### src/rtl/resv_pkg.sv
package resv_pkg;
   typedef enum logic [1:0] {
      RES_CLEAR = 2'd0,
      RES_SET   = 2'd1,
      RES_NOUPD = 2'd2
   } res_t;
endpackage

### src/rtl/resv_slot.sv
module resv_slot #(
   parameter int ADDR_W      = 64,
   parameter int GRAN_LSB    = 4,
   parameter int FAIL_W      = 32,
   parameter int WARN_PERIOD = 100000,
   localparam int TAG_W      = ADDR_W - GRAN_LSB
) (
   input  logic              clk,
   input  logic              rst_n,
   input  logic              set_en,
   input  logic              clr_en,
   input  logic [TAG_W-1:0]  set_tag,
   input  logic              fail_inc,
   input  logic              fail_rst,
   output logic              lock_v,
   output logic [TAG_W-1:0]  lock_tag,
   output logic [FAIL_W-1:0] fails,
   output logic              warn_hit
);
   // set wins over clear: a new reservation lands after any clearing
   always_ff @(posedge clk or negedge rst_n) begin
      if (!rst_n) begin
         lock_v   <= 1'b0;
         lock_tag <= '0;
      end else if (set_en) begin
         lock_v   <= 1'b1;
         lock_tag <= set_tag;
      end else if (clr_en) begin
         lock_v   <= 1'b0;
      end
   end

   always_ff @(posedge clk or negedge rst_n) begin
      if (!rst_n)        fails <= '0;
      else if (fail_rst) fails <= '0;
      else if (fail_inc) fails <= fails + 1'b1;
   end

   generate
      if (WARN_PERIOD == 0) begin : g_nowarn
         assign warn_hit = 1'b0;
      end else if (WARN_PERIOD == 1) begin : g_every
         assign warn_hit = fail_inc;
      end else begin : g_phase
         localparam int PH_W = $clog2(WARN_PERIOD);
         logic [PH_W-1:0] phase;
         assign warn_hit = fail_inc && (phase == PH_W'(WARN_PERIOD - 1));
         always_ff @(posedge clk or negedge rst_n) begin
            if (!rst_n)        phase <= '0;
            else if (fail_rst) phase <= '0;
            else if (fail_inc) phase <= warn_hit ? '0 : phase + 1'b1;
         end
      end
   endgenerate
endmodule

### src/rtl/resv_rsp.sv
module resv_rsp import resv_pkg::*; #(
   parameter int CTX_W = 2
) (
   input  logic             clk,
   input  logic             rst_n,
   input  logic             vld_d,
   input  res_t             res_d,
   input  logic             we_d,
   input  logic             warn_d,
   input  logic [CTX_W-1:0] wctx_d,
   output logic             vld_q,
   output logic [1:0]       res_q,
   output logic             we_q,
   output logic             warn_q,
   output logic [CTX_W-1:0] wctx_q
);
   always_ff @(posedge clk or negedge rst_n) begin
      if (!rst_n) begin
         vld_q  <= 1'b0;
         res_q  <= 2'd0;
         we_q   <= 1'b0;
         warn_q <= 1'b0;
         wctx_q <= '0;
      end else begin
         vld_q  <= vld_d;
         res_q  <= res_d;
         we_q   <= vld_d & we_d;
         warn_q <= vld_d & warn_d;
         wctx_q <= wctx_d;
      end
   end
endmodule

### src/rtl/resv_monitor.sv
module resv_monitor import resv_pkg::*; #(
   parameter int NUM_CTX     = 4,
   parameter int ADDR_W      = 64,
   parameter int GRAN_LSB    = 4,
   parameter int FAIL_W      = 32,
   parameter int WARN_PERIOD = 100000,
   localparam int CTX_W      = $clog2(NUM_CTX),
   localparam int TAG_W      = ADDR_W - GRAN_LSB
) (
   input  logic                      clk,
   input  logic                      rst_n,
   input  logic                      req_valid,
   output logic                      req_ready,
   input  logic [CTX_W-1:0]          req_ctx,
   input  logic [ADDR_W-1:0]         req_addr,
   input  logic                      req_write,
   input  logic                      req_locked,
   input  logic                      req_uncache,
   output logic                      rsp_valid,
   output logic [1:0]                rsp_result,
   output logic                      rsp_mem_we,
   output logic                      warn_strobe,
   output logic [CTX_W-1:0]          warn_ctx,
   output logic [NUM_CTX*FAIL_W-1:0] fail_cnt
);
   generate
      if (NUM_CTX < 2 || (NUM_CTX & (NUM_CTX - 1)) != 0) begin : g_bad_ctx
         $error("NUM_CTX must be a power of two, at least 2");
      end
      if (GRAN_LSB < 1 || GRAN_LSB >= ADDR_W) begin : g_bad_gran
         $error("GRAN_LSB must lie in 1..ADDR_W-1");
      end
      if (FAIL_W < 2) begin : g_bad_fail
         $error("FAIL_W must be at least 2");
      end
      if (WARN_PERIOD < 0) begin : g_bad_warn
         $error("WARN_PERIOD must not be negative");
      end
   endgenerate

   logic [TAG_W-1:0]   req_tag;
   logic               unused_low;
   logic [NUM_CTX-1:0] lk_v, snoop_hit, set_en, clr_en, inc_en, rst_en, drop, warn_hit;
   logic [TAG_W-1:0]   lk_tag [NUM_CTX];
   logic               is_sc, is_st, is_ll, own_v, own_hit, store_snoop, we_d;
   res_t               res_d;

   assign req_ready  = 1'b1;
   assign req_tag    = req_addr[ADDR_W-1:GRAN_LSB];
   assign unused_low = ^req_addr[GRAN_LSB-1:0];

   for (genvar i = 0; i < NUM_CTX; i++) begin : g_ctx
      assign snoop_hit[i] = (lk_tag[i] == req_tag);
      resv_slot #(
         .ADDR_W(ADDR_W), .GRAN_LSB(GRAN_LSB),
         .FAIL_W(FAIL_W), .WARN_PERIOD(WARN_PERIOD)
      ) slot_i (
         .clk(clk), .rst_n(rst_n),
         .set_en(set_en[i]), .clr_en(clr_en[i]), .set_tag(req_tag),
         .fail_inc(inc_en[i]), .fail_rst(rst_en[i]),
         .lock_v(lk_v[i]), .lock_tag(lk_tag[i]),
         .fails(fail_cnt[i*FAIL_W +: FAIL_W]), .warn_hit(warn_hit[i])
      );
   end

   always_comb begin
      is_sc   = req_valid & req_write & req_locked;
      is_st   = req_valid & req_write & ~req_locked;
      is_ll   = req_valid & ~req_write & req_locked;
      own_v   = lk_v[req_ctx];
      own_hit = snoop_hit[req_ctx];
      res_d       = RES_CLEAR;
      we_d        = 1'b0;
      store_snoop = 1'b0;
      set_en      = '0;
      inc_en      = '0;
      rst_en      = '0;
      drop        = '0;
      if (is_sc && req_uncache) begin
         res_d           = RES_NOUPD;
         we_d            = 1'b1;
         store_snoop     = 1'b1;
         rst_en[req_ctx] = 1'b1;
      end else if (is_sc) begin
         res_d = own_v ? RES_SET : RES_CLEAR;
         if (own_v && own_hit) begin
            we_d            = 1'b1;
            store_snoop     = 1'b1;
            rst_en[req_ctx] = 1'b1;
         end else begin
            inc_en[req_ctx] = 1'b1;
            drop[req_ctx]   = 1'b1;
         end
      end else if (is_st) begin
         we_d        = 1'b1;
         store_snoop = 1'b1;
      end else if (is_ll) begin
         set_en[req_ctx] = 1'b1;
      end
      clr_en = drop | (store_snoop ? snoop_hit : '0);
   end

   resv_rsp #(.CTX_W(CTX_W)) rsp_i (
      .clk(clk), .rst_n(rst_n),
      .vld_d(req_valid), .res_d(res_d), .we_d(we_d),
      .warn_d(|warn_hit), .wctx_d(req_ctx),
      .vld_q(rsp_valid), .res_q(rsp_result), .we_q(rsp_mem_we),
      .warn_q(warn_strobe), .wctx_q(warn_ctx)
   );
endmodule

### config.mk
export PLATFORM = sky130hd
export DESIGN_NAME = resv_monitor
export DESIGN_NICKNAME = d
export VERILOG_FILES = /design/src/rtl/resv_pkg.sv /design/src/rtl/resv_slot.sv /design/src/rtl/resv_rsp.sv /design/src/rtl/resv_monitor.sv
export SDC_FILE = /design/constraint.sdc
export NUM_CORES = 1
export LEC_CHECK = 0
export ABC_AREA = 0
export BUFFER_PORTS_ARGS = -buffer_cell sky130_fd_sc_hd__buf_2
export CAP_MARGIN = 20
export CORE_UTILIZATION = 38
export DETAILED_ROUTE_END_ITERATION = 12
export GPL_TIMING_DRIVEN = 0
export PLACE_DENSITY = 0.54
export SETUP_SLACK_MARGIN = 0.3
export SYNTH_ARGS = -nofsm -noshare
export SYNTH_HDL_FRONTEND = slang
export SYNTH_HIERARCHICAL = 1
export SYNTH_SLANG_ARGS = --single-unit
### constraint.sdc
create_clock -name clk -period 4.4 [get_ports clk]
set_input_delay 0.88 -clock clk [delete_from_list [all_inputs] [get_ports clk]]
set_output_delay 0.88 -clock clk [all_outputs]
set_load 0.02 [all_outputs]
## After elaboration in Yosys (flattened, before gate mapping)

Cells that the tools add are included.

- Reduce and logical (&&, ||, !) cells: 16
- Magnitude comparators: 2
- Muxes and demuxes: 52
- Bitwise gates (word level): 10
- $add $sub $neg: 8
- Eq/ne operators: 8

Operators with widths:

| operator | count |
|---|---|
| two-way mux 32 bit | 8 |
| equality test 60 bit | 4 |
| two-way mux 17 bit | 12 |
| adder 32 x 1 -> 32 bit, second input constant | 4 |
| adder 17 x 1 -> 17 bit, second input constant | 4 |
| equality test 17 bit, second input constant | 4 |
| two-way mux 4 bit | 11 |
| two-way mux 1 bit | 17 |
| nonzero test 2 bit | 8 |
| bitwise AND 1 bit | 7 |
| logical AND 1 bit | 7 |
| binary-select mux 1 bit (select 2 bit) | 2 |
| OR 4 bit | 1 |
| OR reduction 4 bit | 1 |
| < comparator 2 x 3 -> 1 bit, second input constant | 1 |
| demux 1 bit (select 2 bit) | 1 |
| >= comparator 2 x 1 -> 1 bit, second input constant | 1 |
| two-way mux 2 bit | 1 |
| NOT 1 bit | 2 |

- Bits of input ports: 72
- Register bits: 447
- Logic and storage cells: 117
- Output and inout port bits: 136

## Longest topological paths before layout

Gate-level depths: netlist of run 1.

- Depth after elaboration: 11
- Gate-level depth with buffers: 14
- Depth with buffers taken out: 11

## Hierarchy

The synthesis of run 1 kept the hierarchy.

Modules (own cells, without submodules):

| module | seq. area each (µm²) | area each (µm²) | times used | cells an instance |
|---|---|---|---|---|
| resv_slot | 2752.6 | 4858.4 | 4 | 407 |
| resv_monitor | 0.0 | 2921.6 | 1 | 374 |
| resv_rsp | 175.2 | 187.7 | 1 | 9 |

## Worst setup path before layout of run 1

No wires, ideal clock.

- Path kind: input port to flip-flop
- Start: in req_addr[31]
- End: reg g_ctx[3].slot_i.fails[24]
- Library setup time: 125 ps
- Buffers on the path: 2
- Cell stages on the path: 13
- Setup slack: 314 ps
- Data required time: 4275 ps
- Data arrival time: 3961 ps
- Path through: xor2_1 -> nor4_1 -> nand4_1 -> or4_4 -> o221ai_4 -> nor2_1 -> nor2_1 -> buf_4 -> o2111ai_4 -> or4_4 -> buf_6 -> nor4_1 -> mux2_2

- Word-level cells in the longest chain between the ends: 8
- Elaborated cells on any way between the ends: 15
- Classes of those cells: eq/ne: 4; mux: 9; reduce/logical: 2

Ends and longest elaborated chain:

| what | RTL line | source |
|---|---|---|
| from (decl) | resv_monitor.sv:15 | `input logic [ADDR_W-1:0] req_addr,` |
| equality test 60 bit | resv_monitor.sv:53 | `assign snoop_hit[i] = (lk_tag[i] == req_tag);` |
| binary-select mux 1 bit (select 2 bit) * | resv_monitor.sv:71 | `own_hit = snoop_hit[req_ctx];` |
| two-way mux 1 bit (not written as such) * | resv_monitor.sv:71 |  |
| logical AND 1 bit * | resv_monitor.sv:86 | `if (own_v && own_hit) begin` |
| two-way mux 4 bit * | resv_monitor.sv:86 |  |
| two-way mux 4 bit * | resv_monitor.sv:84 | `end else if (is_sc) begin` |
| two-way mux 4 bit * | resv_monitor.sv:79 | `if (is_sc && req_uncache) begin` |
| named net rst_en[3] | resv_monitor.sv:43 | `logic [NUM_CTX-1:0] lk_v, snoop_hit, set_en, clr_en, inc_en, rst_en, drop, warn_hit;` |
| two-way mux 32 bit or nonzero test 2 bit (tied branches) | - |  |
| to (signal assigned) | resv_slot.sv:36 | `else if (fail_inc) fails <= fails + 1'b1;` |
| to (decl) | resv_slot.sv:17 | `output logic [FAIL_W-1:0] fails,` |

Mark *: on every way through the listed nets, which the timed path passes. The rest lies on a longest branch. The select of a mux whose other input is x is not followed.
A chain may end at the register's enable or synchronous reset.

## Worst setup path after layout of run 1

- Start: in req_addr[45]
- End: reg g_ctx[2].slot_i.fails[30]

- Word-level cells in the longest chain between the ends: 8
- Elaborated cells on any way between the ends: 15
- Classes of those cells: eq/ne: 4; mux: 9; reduce/logical: 2

Ends and longest elaborated chain:

| what | RTL line |
|---|---|
| equality test 60 bit | resv_monitor.sv:53 |
| binary-select mux 1 bit (select 2 bit) * | resv_monitor.sv:71 |
| two-way mux 1 bit (not written as such) * | resv_monitor.sv:71 |
| logical AND 1 bit * | resv_monitor.sv:86 |
| two-way mux 4 bit * | resv_monitor.sv:86 |
| two-way mux 4 bit * | resv_monitor.sv:84 |
| two-way mux 4 bit * | resv_monitor.sv:79 |
| named net rst_en[2] | resv_monitor.sv:43 |
| two-way mux 32 bit or nonzero test 2 bit (tied branches) | - |
| to (signal assigned) | resv_slot.sv:36 |
| to (decl) | resv_slot.sv:17 |

Marks and branches as above.

==> impl_metrics.tcl, run 1 <==
set metrics [dict create \
    ys_seq_area_frac 0.4962 \
    synth_fp_nets 2091 \
    drive_gt1_frac 0.3001 \
    rsz0062_at_grt "true" \
    vias 16560 \
    critPathMaxFanout 10 \
    pwr-share-comb 0.154 \
    ioPinCount 208 \
    hp-class "in2async" \
    ir_drop_mv 0.3170 \
    postSynthCellCount 2011 \
    grt_pass1_vias 16410 \
    synthTopCellsByCount "dfrtp_1, mux2_2, xnor2_1" \
    antenna_found_initial 6 \
    final_util 0.4664 \
    die_h_um 245.6 \
    dp.cells 2985 \
    slew_violations 0 \
    vias_per_cell 5.342 \
    cp_data_required_time_ns 4.91 \
    yosysTopAreaCellShare 0.4962 \
    ys.flop_type "dfrtp_1" \
    wire_per_inst_um 19.48 \
    worstRegToRegCells 13 \
    dr.pass1.iters 5 \
    r2r-end "g_ctx[2].slot_i/fails[30]" \
    grt_usage 0.2013 \
    fmax_mhz 247.6 \
    cts_tree "built" \
    outcome "finished clean" \
    p_int_mw 8.326 \
    maxCapViolCount 0 \
    start_util 0.3878 \
    grt_max_degree 111 \
    ys_types 49 \
    hpwl_mm 42.57 \
    synth.area.top_cells "dfrtp_1, mux2_2, xnor2_1" \
    clock_latency_ns 0.61 \
    powerDensity_mw_per_mm2 421.6 \
    yosys_register_bits 447 \
    cp-end-kind "register" \
    fin_area_mm2 0.02711 \
    die_w_um 245.6 \
    htreeDepth 2 \
    tns_ns 0 \
    place_ws_ns -1.272 \
    overflow 0 \
    critPathLaunchType "input pin" \
    num-nets-final 2373 \
    placed_area_mm2 0.02465 \
    sw_frac_of_total 0.2717 \
    setup.worst_path.class "in2reg" \
    regToRegSetupSlack_ns 0.42 \
    port_buffers 202 \
    drt_wl_total_mm 60.41 \
    slew_headroom 0.3424 \
    finalClockSkew_ns 0.02256 \
    synth_top_cell_by_area "dfrtp_1" \
    worstPathArrival_ns 4.55 \
    clkPwrFrac 0.394 \
    ctsRootBufferMaster "clkbuf_16" \
    avgSynthCellArea_um2 11.21 \
    fin_crit_sh 0.9179 \
    synthArstFlopShare 1.000 \
    tightest_slew_ns 0.9864 \
    core_mm2 0.05814 \
    cts.sinks 447 \
    switchingPower_mw 3.105 \
    yosysWarnings 6 \
    seqPwrFrac 0.452 \
    p_leak_nw 11.51 \
    ant_nets 0 \
    cts_made_buffers 53 \
    diodes 0 \
    drc_errors 0 \
    setup_viol 0 \
    netlist_area_mm2 0.02254 \
    hold_violations 0 \
    grt_pass1_wl_mm 94.94 \
    synth_edf_count 0 \
    clk_pin_slew_ns 0.06 \
    drt_iter0_markers 784 \
    area.growth.synth_to_final_pct 20.27 \
    synth.most_common_cell "dfrtp_1" \
    finalWorstPathRequiredPeriod_ns 4.039 \
    r2r-start "g_ctx[0].slot_i/lock_tag[22]" \
    die_area_mm2 0.06030 \
    layout_setup_ws_ns 0.3613 \
    hold_buffers 0 \
    fin_cells 3101 \
    nFillCells 5466 \
    gp_congestion 0.8249 \
    cts.path.max_buffers 3 \
    rows 88 \
]
-- what timing repair did --
item	CTS	global route
setup buffers	7	11
resized for setup	55	62
pin swaps	14	17
setup endpoints to repair	137	132
-- routing by layer --
layer | global-route usage | share of wire | up-vias
li1 | - | - | 7801
met1 | 0.2815 | 0.47 | 8368
met2 | 0.3235 | 0.47 | 290
met3 | 0.02958 | 0.037 | 95
met4 | 0.05608 | 0.021 | 10
met5 | 0 | 0.00094 | -
-- cells in the final DEF (no fill, tap or decap), types with 36 or more instances in the layout --
cell type    n
a21oi_1     73
buf_2      202
clkbuf_1    62
clkbuf_16   53
dfrtp_1    447
inv_1       46
mux2_2     252
nand2_1     92
nand3_1     53
nand4_1     90
nor2_1     125
nor3_1      36
o21ai_0     48
o31ai_1     43
or4_1       49
xnor2_1    208
xor2_1     115
-- critical path, cell delays in order --
cell	delay, ns
buf_2	0.18
xnor2_2	0.35
nand4_1	0.25
nor4_2	0.49
nand2_2	0.20
o221ai_4	0.26
nor2_4	0.11
nor2_4	0.17
buf_6	0.14
o2111ai_4	0.14
or4_4	0.56
buf_8	0.16
or4_1	0.52
a21oi_2	0.14
-- power by group through the flow --
| stage | combinational (mW) | sequential (mW) | clock, mW |
|---|---|---|---|
| after global routing | 1.92 | 5.26 | 4.81 |
| final | 1.76 | 5.17 | 4.50 |
| after CTS | 1.76 | 5.17 | 4.65 |
| after detailed placement | 1.72 | 5.24 | 0 |
| after global placement | 1.67 | 5.20 | 0 |
| after floorplan | 1.13 | 5.19 | 0 |
-- area by class of cell --
type | count | area, um2 | share of cell area
buffer | 87 | 504.2 | 0.01860
clock buffer | 78 | 1570 | 0.05792
clock inverter | 20 | 225.2 | 0.008307
inverter | 46 | 172.7 | 0.006369
multi-input combinational | 1431 | 11190 | 0.4127
sequential | 447 | 11190 | 0.4126
tap | 765 | 957.2 | 0.03530
timing repair buffer | 227 | 1309 | 0.04827
-- how the worst max path moves through the flow --
stage                 start                        end  slack, ns  cells after the start
2_1_floorplan  req_addr[31]  g_ctx[3].slot_i/fails[24]       0.31                     13
3_3_place_gp          rst_n  g_ctx[0].slot_i/fails[19]      -7.11                      1
3_5_place_dp   req_addr[49]  g_ctx[1].slot_i/fails[31]      -1.27                     14
4_1_cts        req_addr[35]  g_ctx[1].slot_i/fails[31]       0.32                     14
5_1_grt        req_addr[31]  g_ctx[0].slot_i/fails[23]       0.27                     14
6_report       req_addr[45]  g_ctx[2].slot_i/fails[30]       0.36                     14
-- registers in the layout (all words and copies together), names as in the netlist --
signal                      flops
rsp_i/wctx_q                    2
g_ctx.slot_i/g_phase.phase     68
g_ctx.slot_i/lock_tag         240
g_ctx.slot_i/fails            128
g_ctx.slot_i/lock_v             4
rsp_i/res_q                     2
rsp_i/vld_q                     1
rsp_i/we_q                      1
rsp_i/warn_q                    1
-- kinds of logic after synthesis --
group                      count (synthesis)  synth area share
and+or+nand+nor                          619            0.1502
DFF                                      447            0.4962
xor gates and xnor gates                 328            0.1274
muxes                                    257            0.1287
AOI/OAI and AO/OA                        218           0.06572
buffers and inverters                    133           0.02720
adders and majority gates                  8          0.004440
other                                      1         0.0001663
-- metrics by stage --
step                      total power [mW]  hold slack (ns)
final                                11.43           0.2421
after global routing                 11.99           0.2838
after CTS                            11.58           0.2583
after detailed placement             6.955           0.4980
after global placement               6.871           0.4914
after floorplan                      6.320           0.4706
(Power assumes the default switching activity.)
==> run 2: changes to the inputs <==
--- a/config.mk
+++ b/config.mk
@@ -8,10 +8,10 @@
 export ABC_AREA = 0
 export BUFFER_PORTS_ARGS = -buffer_cell sky130_fd_sc_hd__buf_2
 export CAP_MARGIN = 20
-export CORE_UTILIZATION = 38
+export CORE_UTILIZATION = 48
 export DETAILED_ROUTE_END_ITERATION = 12
 export GPL_TIMING_DRIVEN = 0
-export PLACE_DENSITY = 0.54
+export PLACE_DENSITY = 0.66
 export SETUP_SLACK_MARGIN = 0.3
 export SYNTH_ARGS = -nofsm -noshare
 export SYNTH_HDL_FRONTEND = slang
==> impl_metrics.tcl, run 2 (synthesis results as in run 1) <==
set metrics [dict create \
    outcome "finished clean" \
    reg_top3 "g_ctx.slot_i/lock_tag: 240 flops, g_ctx.slot_i/fails: 128 flops, g_ctx.slot_i/g_phase.phase: 68 flops" \
    overflow 0 \
    ctsRootBufferMaster "clkbuf_16" \
    hp-class "in2async" \
    die_h_um 218.7 \
    clk_pin_slew_ns 0.06 \
    place_ws_ns -1.085 \
    wire_per_inst_um 19.64 \
    final_common_cell "dfrtp_1" \
    hold_buffers 0 \
    seq_area_mm2 0.01119 \
    drive_gt1_frac 0.3048 \
    vias 16890 \
    htreeDepth 2 \
    rows 79 \
    cp-end-kind "register" \
    drc_errors 0 \
    hold_violations 0 \
    setup_viol 0 \
    die_area_mm2 0.04783 \
    num-nets-final 2376 \
    cts_made_buffers 50 \
    finalClockSkew_ns 0.02811 \
    maxCapViolCount 0 \
    gp_congestion 0.8644 \
    tightest_slew_ns 0.9214 \
    slew_headroom 0.3858 \
    vias_per_cell 5.744 \
    top_register "g_ctx.slot_i/lock_tag" \
    ioPinCount 208 \
    fin_crit_sh 0.9238 \
    largest_reg_flops 240 \
    grt_pass1_vias 16500 \
    powerDensity_mw_per_mm2 420.5 \
    nFillCells 3868 \
    slew_violations 0 \
    rsz0062_at_grt "true" \
    antenna_found_initial 5 \
    die_w_um 218.7 \
    cts.sinks 447 \
    area.growth.synth_to_final_pct 19.47 \
    grt_max_degree 117 \
    cp_data_required_time_ns 4.90 \
    regToRegSetupSlack_ns 0.41 \
    final_cell_mix "dfrtp_1, mux2_2, xnor2_1" \
    placed_area_mm2 0.02444 \
    port_buffers 202 \
    critPathMaxFanout 10 \
    r2r-start "g_ctx[0].slot_i/lock_tag[14]" \
    drt_iter0_markers 1037 \
    start_util 0.4852 \
    finalWorstPathRequiredPeriod_ns 4.065 \
    multiInputGateArea_mm2 0.01122 \
    r2r-end "g_ctx[0].slot_i/fails[30]" \
    core_mm2 0.04646 \
    worstPathArrival_ns 4.56 \
    finalPower_mw 11.32 \
    ant_nets 0 \
    setup.worst_path.class "in2reg" \
    drt_wl_total_mm 57.75 \
    fmax_mhz 246.0 \
    hpwl_mm 40.32 \
    p_leak_nw 11.47 \
    critPathLaunchType "input pin" \
    worstRegToRegCells 13 \
    ir_drop_mv 0.3387 \
    grt_usage 0.2427 \
    clock_latency_ns 0.60 \
    fin_area_mm2 0.02693 \
    cts.path.max_buffers 3 \
    layout_setup_ws_ns 0.3354 \
    dr.pass1.iters 5 \
    cts_tree "built" \
    grt_pass1_wl_mm 91.21 \
]
-- run 2: changes by cell type in the layout (fill, tap and decap cells not counted), moves of 3 or more --
cell | previous run | this run
o31ai_4 | 0 | 3
clkinv_2 | 12 | 6
buf_6 | 16 | 20
buf_2 | 202 | 205
nor4_1 | 35 | 40
clkbuf_1 | 62 | 58
a21oi_1 | 73 | 66
a21oi_2 | 7 | 14
nor4_4 | 11 | 7
o31ai_1 | 43 | 35
o31ai_2 | 9 | 14
-- run 2: how the worst max path moves through the flow --
stage	start	endpoint	slack (ns)	cells after the start
4_1_cts	req_addr[46]	g_ctx[3].slot_i/g_phase.phase[15]	0.12	11
2_1_floorplan	req_addr[31]	g_ctx[3].slot_i/fails[24]	0.31	13
3_5_place_dp	req_addr[28]	g_ctx[1].slot_i/fails[31]	-1.08	14
5_1_grt	req_addr[41]	g_ctx[1].slot_i/fails[24]	0.26	14
6_report	req_addr[62]	g_ctx[0].slot_i/fails[30]	0.34	14
3_3_place_gp	rst_n	g_ctx[1].slot_i/lock_tag[50]	-6.79	1
-- run 2: layout make-up --
class,count,area share
Timing Repair Buffer,233,0.04952
Clock buffer,75,0.05705
Inverter,46,0.006411
Sequential cell,447,0.4153
Multi-Input combinational cell,1431,0.4165
Tap cell,607,0.02820
Clock inverter,14,0.008177
Buffer,87,0.01872
Antenna cell,1,0.00009292
-- run 2: routing by layer --
layer	GRT usage	part of all wire	up-vias	wire length, um
met2	0.3880	0.48	406	27480
met4	0.07708	0.025	8	1444
met5	0	0.00087	-	50
met1	0.3403	0.45	8588	26180
met3	0.03424	0.045	86	2597
li1	-	-	7805	-
-- run 2: power by group --
group          total, mW  switching [mW]  internal (mW)
Clock               4.41            1.72           2.69
Sequential          5.18           0.464           4.72
Combinational       1.73           0.832          0.899
-- run 2: timing repair --
action / in CTS / in global routing
setup endpoints to repair: 154 / 134
pin swaps: 3 / 21
buffers inserted: 2 / 22
resized for setup: 44 / 83
-- run 2: per-stage QoR --
stage                     TNS (ns)  instances  hold slack [ns]    util
after floorplan                  0       2011           0.4706       -
after global placement    -3098.90       2820           0.4901  0.5234
after detailed placement   -107.40       2825           0.4935  0.5261
after CTS                        0       2916           0.1683  0.5683
after global routing             0       2941           0.1947  0.5797
final                            0       2941           0.1784  0.5797
-- run 2: critical path: stages --
cell,delay (ns)
buf_2,0.17
xor2_1,0.20
nor4_1,0.43
nand3_1,0.21
nor4_4,0.43
a31o_2,0.34
nor2_4,0.10
nor2_2,0.14
buf_6,0.15
o2111ai_4,0.14
or4_4,0.51
buf_6,0.16
or4_1,0.53
a21oi_2,0.16
==> run 3: changes to the inputs <==
--- a/config.mk
+++ b/config.mk
@@ -12,6 +12,7 @@
 export DETAILED_ROUTE_END_ITERATION = 12
 export GPL_TIMING_DRIVEN = 0
 export PLACE_DENSITY = 0.66
+export REMOVE_ABC_BUFFERS = 1
 export SETUP_SLACK_MARGIN = 0.3
 export SYNTH_ARGS = -nofsm -noshare
 export SYNTH_HDL_FRONTEND = slang
==> impl_metrics.tcl, run 3 (synthesis results as in run 1) <==
set metrics [dict create \
    outcome "finished clean" \
    antenna_found_initial 3 \
    critPathMaxFanout 8 \
    final_util 0.5789 \
    final_cell_mix "dfrtp_1, mux2_2, xnor2_1" \
    fin_hold_ws_ns 0.1057 \
    drc_errors 0 \
    top_register "g_ctx.slot_i/lock_tag" \
    start_util 0.4852 \
    seqPwrFrac 0.460 \
    p_leak_nw 11.40 \
    powerDensity_mw_per_mm2 418.2 \
    overflow 0 \
    ir_drop_mv 0.3123 \
    p_int_mw 8.278 \
    cts_made_buffers 50 \
    sw_frac_of_total 0.2641 \
    gp_congestion 0.8344 \
    hold_buffers 0 \
    dr.pass1.iters 5 \
    htreeDepth 2 \
    place_ws_ns -1.660 \
    ctsRootBufferMaster "clkbuf_16" \
    nFillCells 3843 \
    crit_start "req_addr[19]" \
    r2r-end "g_ctx[0].slot_i/fails[30]" \
    dp.cells 2764 \
    layout_setup_ws_ns 0.3446 \
    cts.sinks 447 \
    clock_latency_ns 0.62 \
    clkPwrFrac 0.390 \
    wire_per_inst_um 18.75 \
    rsz0062_at_grt "true" \
    vias_per_cell 5.645 \
    pwr-share-comb 0.150 \
    grt_usage 0.2282 \
    hp-class "in2async" \
    fin_cells 2886 \
    cts_tree "built" \
    maxCapViolCount 0 \
    cp-end-kind "register" \
    drt_wl_total_mm 54.11 \
    drive_gt1_frac 0.3016 \
    worstPathArrival_ns 4.59 \
    slew_violations 0 \
    core_mm2 0.04646 \
    grt_max_degree 121 \
    hpwl_mm 36.18 \
    port_buffers 202 \
    vias 16290 \
    rows 79 \
    final_common_cell "dfrtp_1" \
    worstRegToRegCells 13 \
    die_w_um 218.7 \
    switchingPower_mw 2.971 \
    cp_data_required_time_ns 4.93 \
    hold_violations 0 \
    r2r-start "g_ctx[1].slot_i/lock_tag[15]" \
    ant_nets 0 \
    drt_iter0_markers 966 \
    critPathLaunchType "input pin" \
    cts.path.max_buffers 3 \
    slew_headroom 0.3371 \
    area.growth.synth_to_final_pct 19.31 \
    tightest_slew_ns 0.9889 \
    largest_reg_flops 240 \
    ioPinCount 208 \
    die_area_mm2 0.04783 \
    finalClockSkew_ns 0.03409 \
    setup.worst_path.class "in2reg" \
    die_h_um 218.7 \
    seq_area_mm2 0.01119 \
    fin_crit_sh 0.9217 \
    multiInputGateArea_mm2 0.01106 \
    clk_pin_slew_ns 0.06 \
    num-nets-final 2320 \
    setup_viol 0 \
    finalWorstPathRequiredPeriod_ns 4.055 \
    fmax_mhz 246.6 \
    grt_pass1_wl_mm 86.87 \
    reg_top3 "g_ctx.slot_i/lock_tag: 240 flops, g_ctx.slot_i/fails: 128 flops, g_ctx.slot_i/g_phase.phase: 68 flops" \
    regToRegSetupSlack_ns 0.39 \
    grt_pass1_vias 16030 \
]
[run 3: changes by cell type in the layout (fill, tap and decap cells not counted), sizes merged]
cell / delta
clkbuf: -55
buf: -7
bufbuf: +6
clkinv: +1
[run 3: metal layers]
| metal | wire (um) | up-vias | track usage | share of wire |
|---|---|---|---|---|
| met4 | 1032 | 6 | 0.05787 | 0.019 |
| met2 | 26310 | 312 | 0.3787 | 0.49 |
| met3 | 2175 | 79 | 0.03535 | 0.040 |
| met5 | 35 | - | 0 | 0.00065 |
| li1 | - | 7678 | - | - |
| met1 | 24550 | 8217 | 0.3114 | 0.45 |
[run 3: worst max-delay path: stages]
cell	delay (ns)
buf_6	0.13
xor2_1	0.17
nor4_2	0.42
nand4_1	0.21
or4_4	0.58
o221ai_4	0.19
nor2_4	0.11
nor2_4	0.19
buf_12	0.12
o2111ai_4	0.14
or4_4	0.64
buf_12	0.17
or4_4	0.51
a21oi_2	0.13
[run 3: how the worst max path moves through the flow]
| stage | cells past startpoint | endpoint | slack [ns] |
|---|---|---|---|
| global placement | 1 | g_ctx[0].slot_i/fails[15] | -6.70 |
| global route | 15 | g_ctx[1].slot_i/fails[22] | 0.23 |
| CTS | 14 | g_ctx[0].slot_i/fails[30] | 0.33 |
| floorplan | 3 | g_ctx[2].slot_i/lock_tag[0] | -1.90 |
| detailed placement | 13 | g_ctx[0].slot_i/fails[31] | -1.66 |
| finish | 14 | g_ctx[0].slot_i/fails[30] | 0.34 |
[run 3: what timing repair did]
item	4_1_cts	5_1_grt
setup buffers	22	3
resized for setup	24	34
gates cloned	6	0
setup endpoints to repair	134	74
pin swaps	13	21
endpoints found under the hold margin	0	0
[run 3: cell type report]
class | instances | share of cell area
flip-flops and latches | 447 | 0.4159
multi-input cells | 1431 | 0.4114
repair buffers | 264 | 0.07206
clock buffers | 75 | 0.05559
well taps | 607 | 0.02824
clock inverters | 15 | 0.01033
inverters | 46 | 0.006420
diodes | 1 | 0.00009304
[run 3: through the flow]
stage / power [mW] / instance area (um2) / setup TNS (ns)
6_report: 11.25 / 26900 / 0
3_3_place_gp: 6.780 / 23870 / -4251.01
2_1_floorplan: 6.317 / 22100 / -320.24
3_5_place_dp: 6.889 / 24450 / -146.76
4_1_cts: 11.37 / 26730 / 0
5_1_grt: 11.79 / 26890 / 0
[run 3: power by group through the flow]
stage / combinational [mW] / sequential, mW / clock, mW
after global routing: 1.86 / 5.25 / 4.67
after CTS: 1.69 / 5.17 / 4.50
after global placement: 1.58 / 5.20 / 0
final: 1.69 / 5.17 / 4.39
after detailed placement: 1.65 / 5.24 / 0
after floorplan: 1.13 / 5.19 / 0
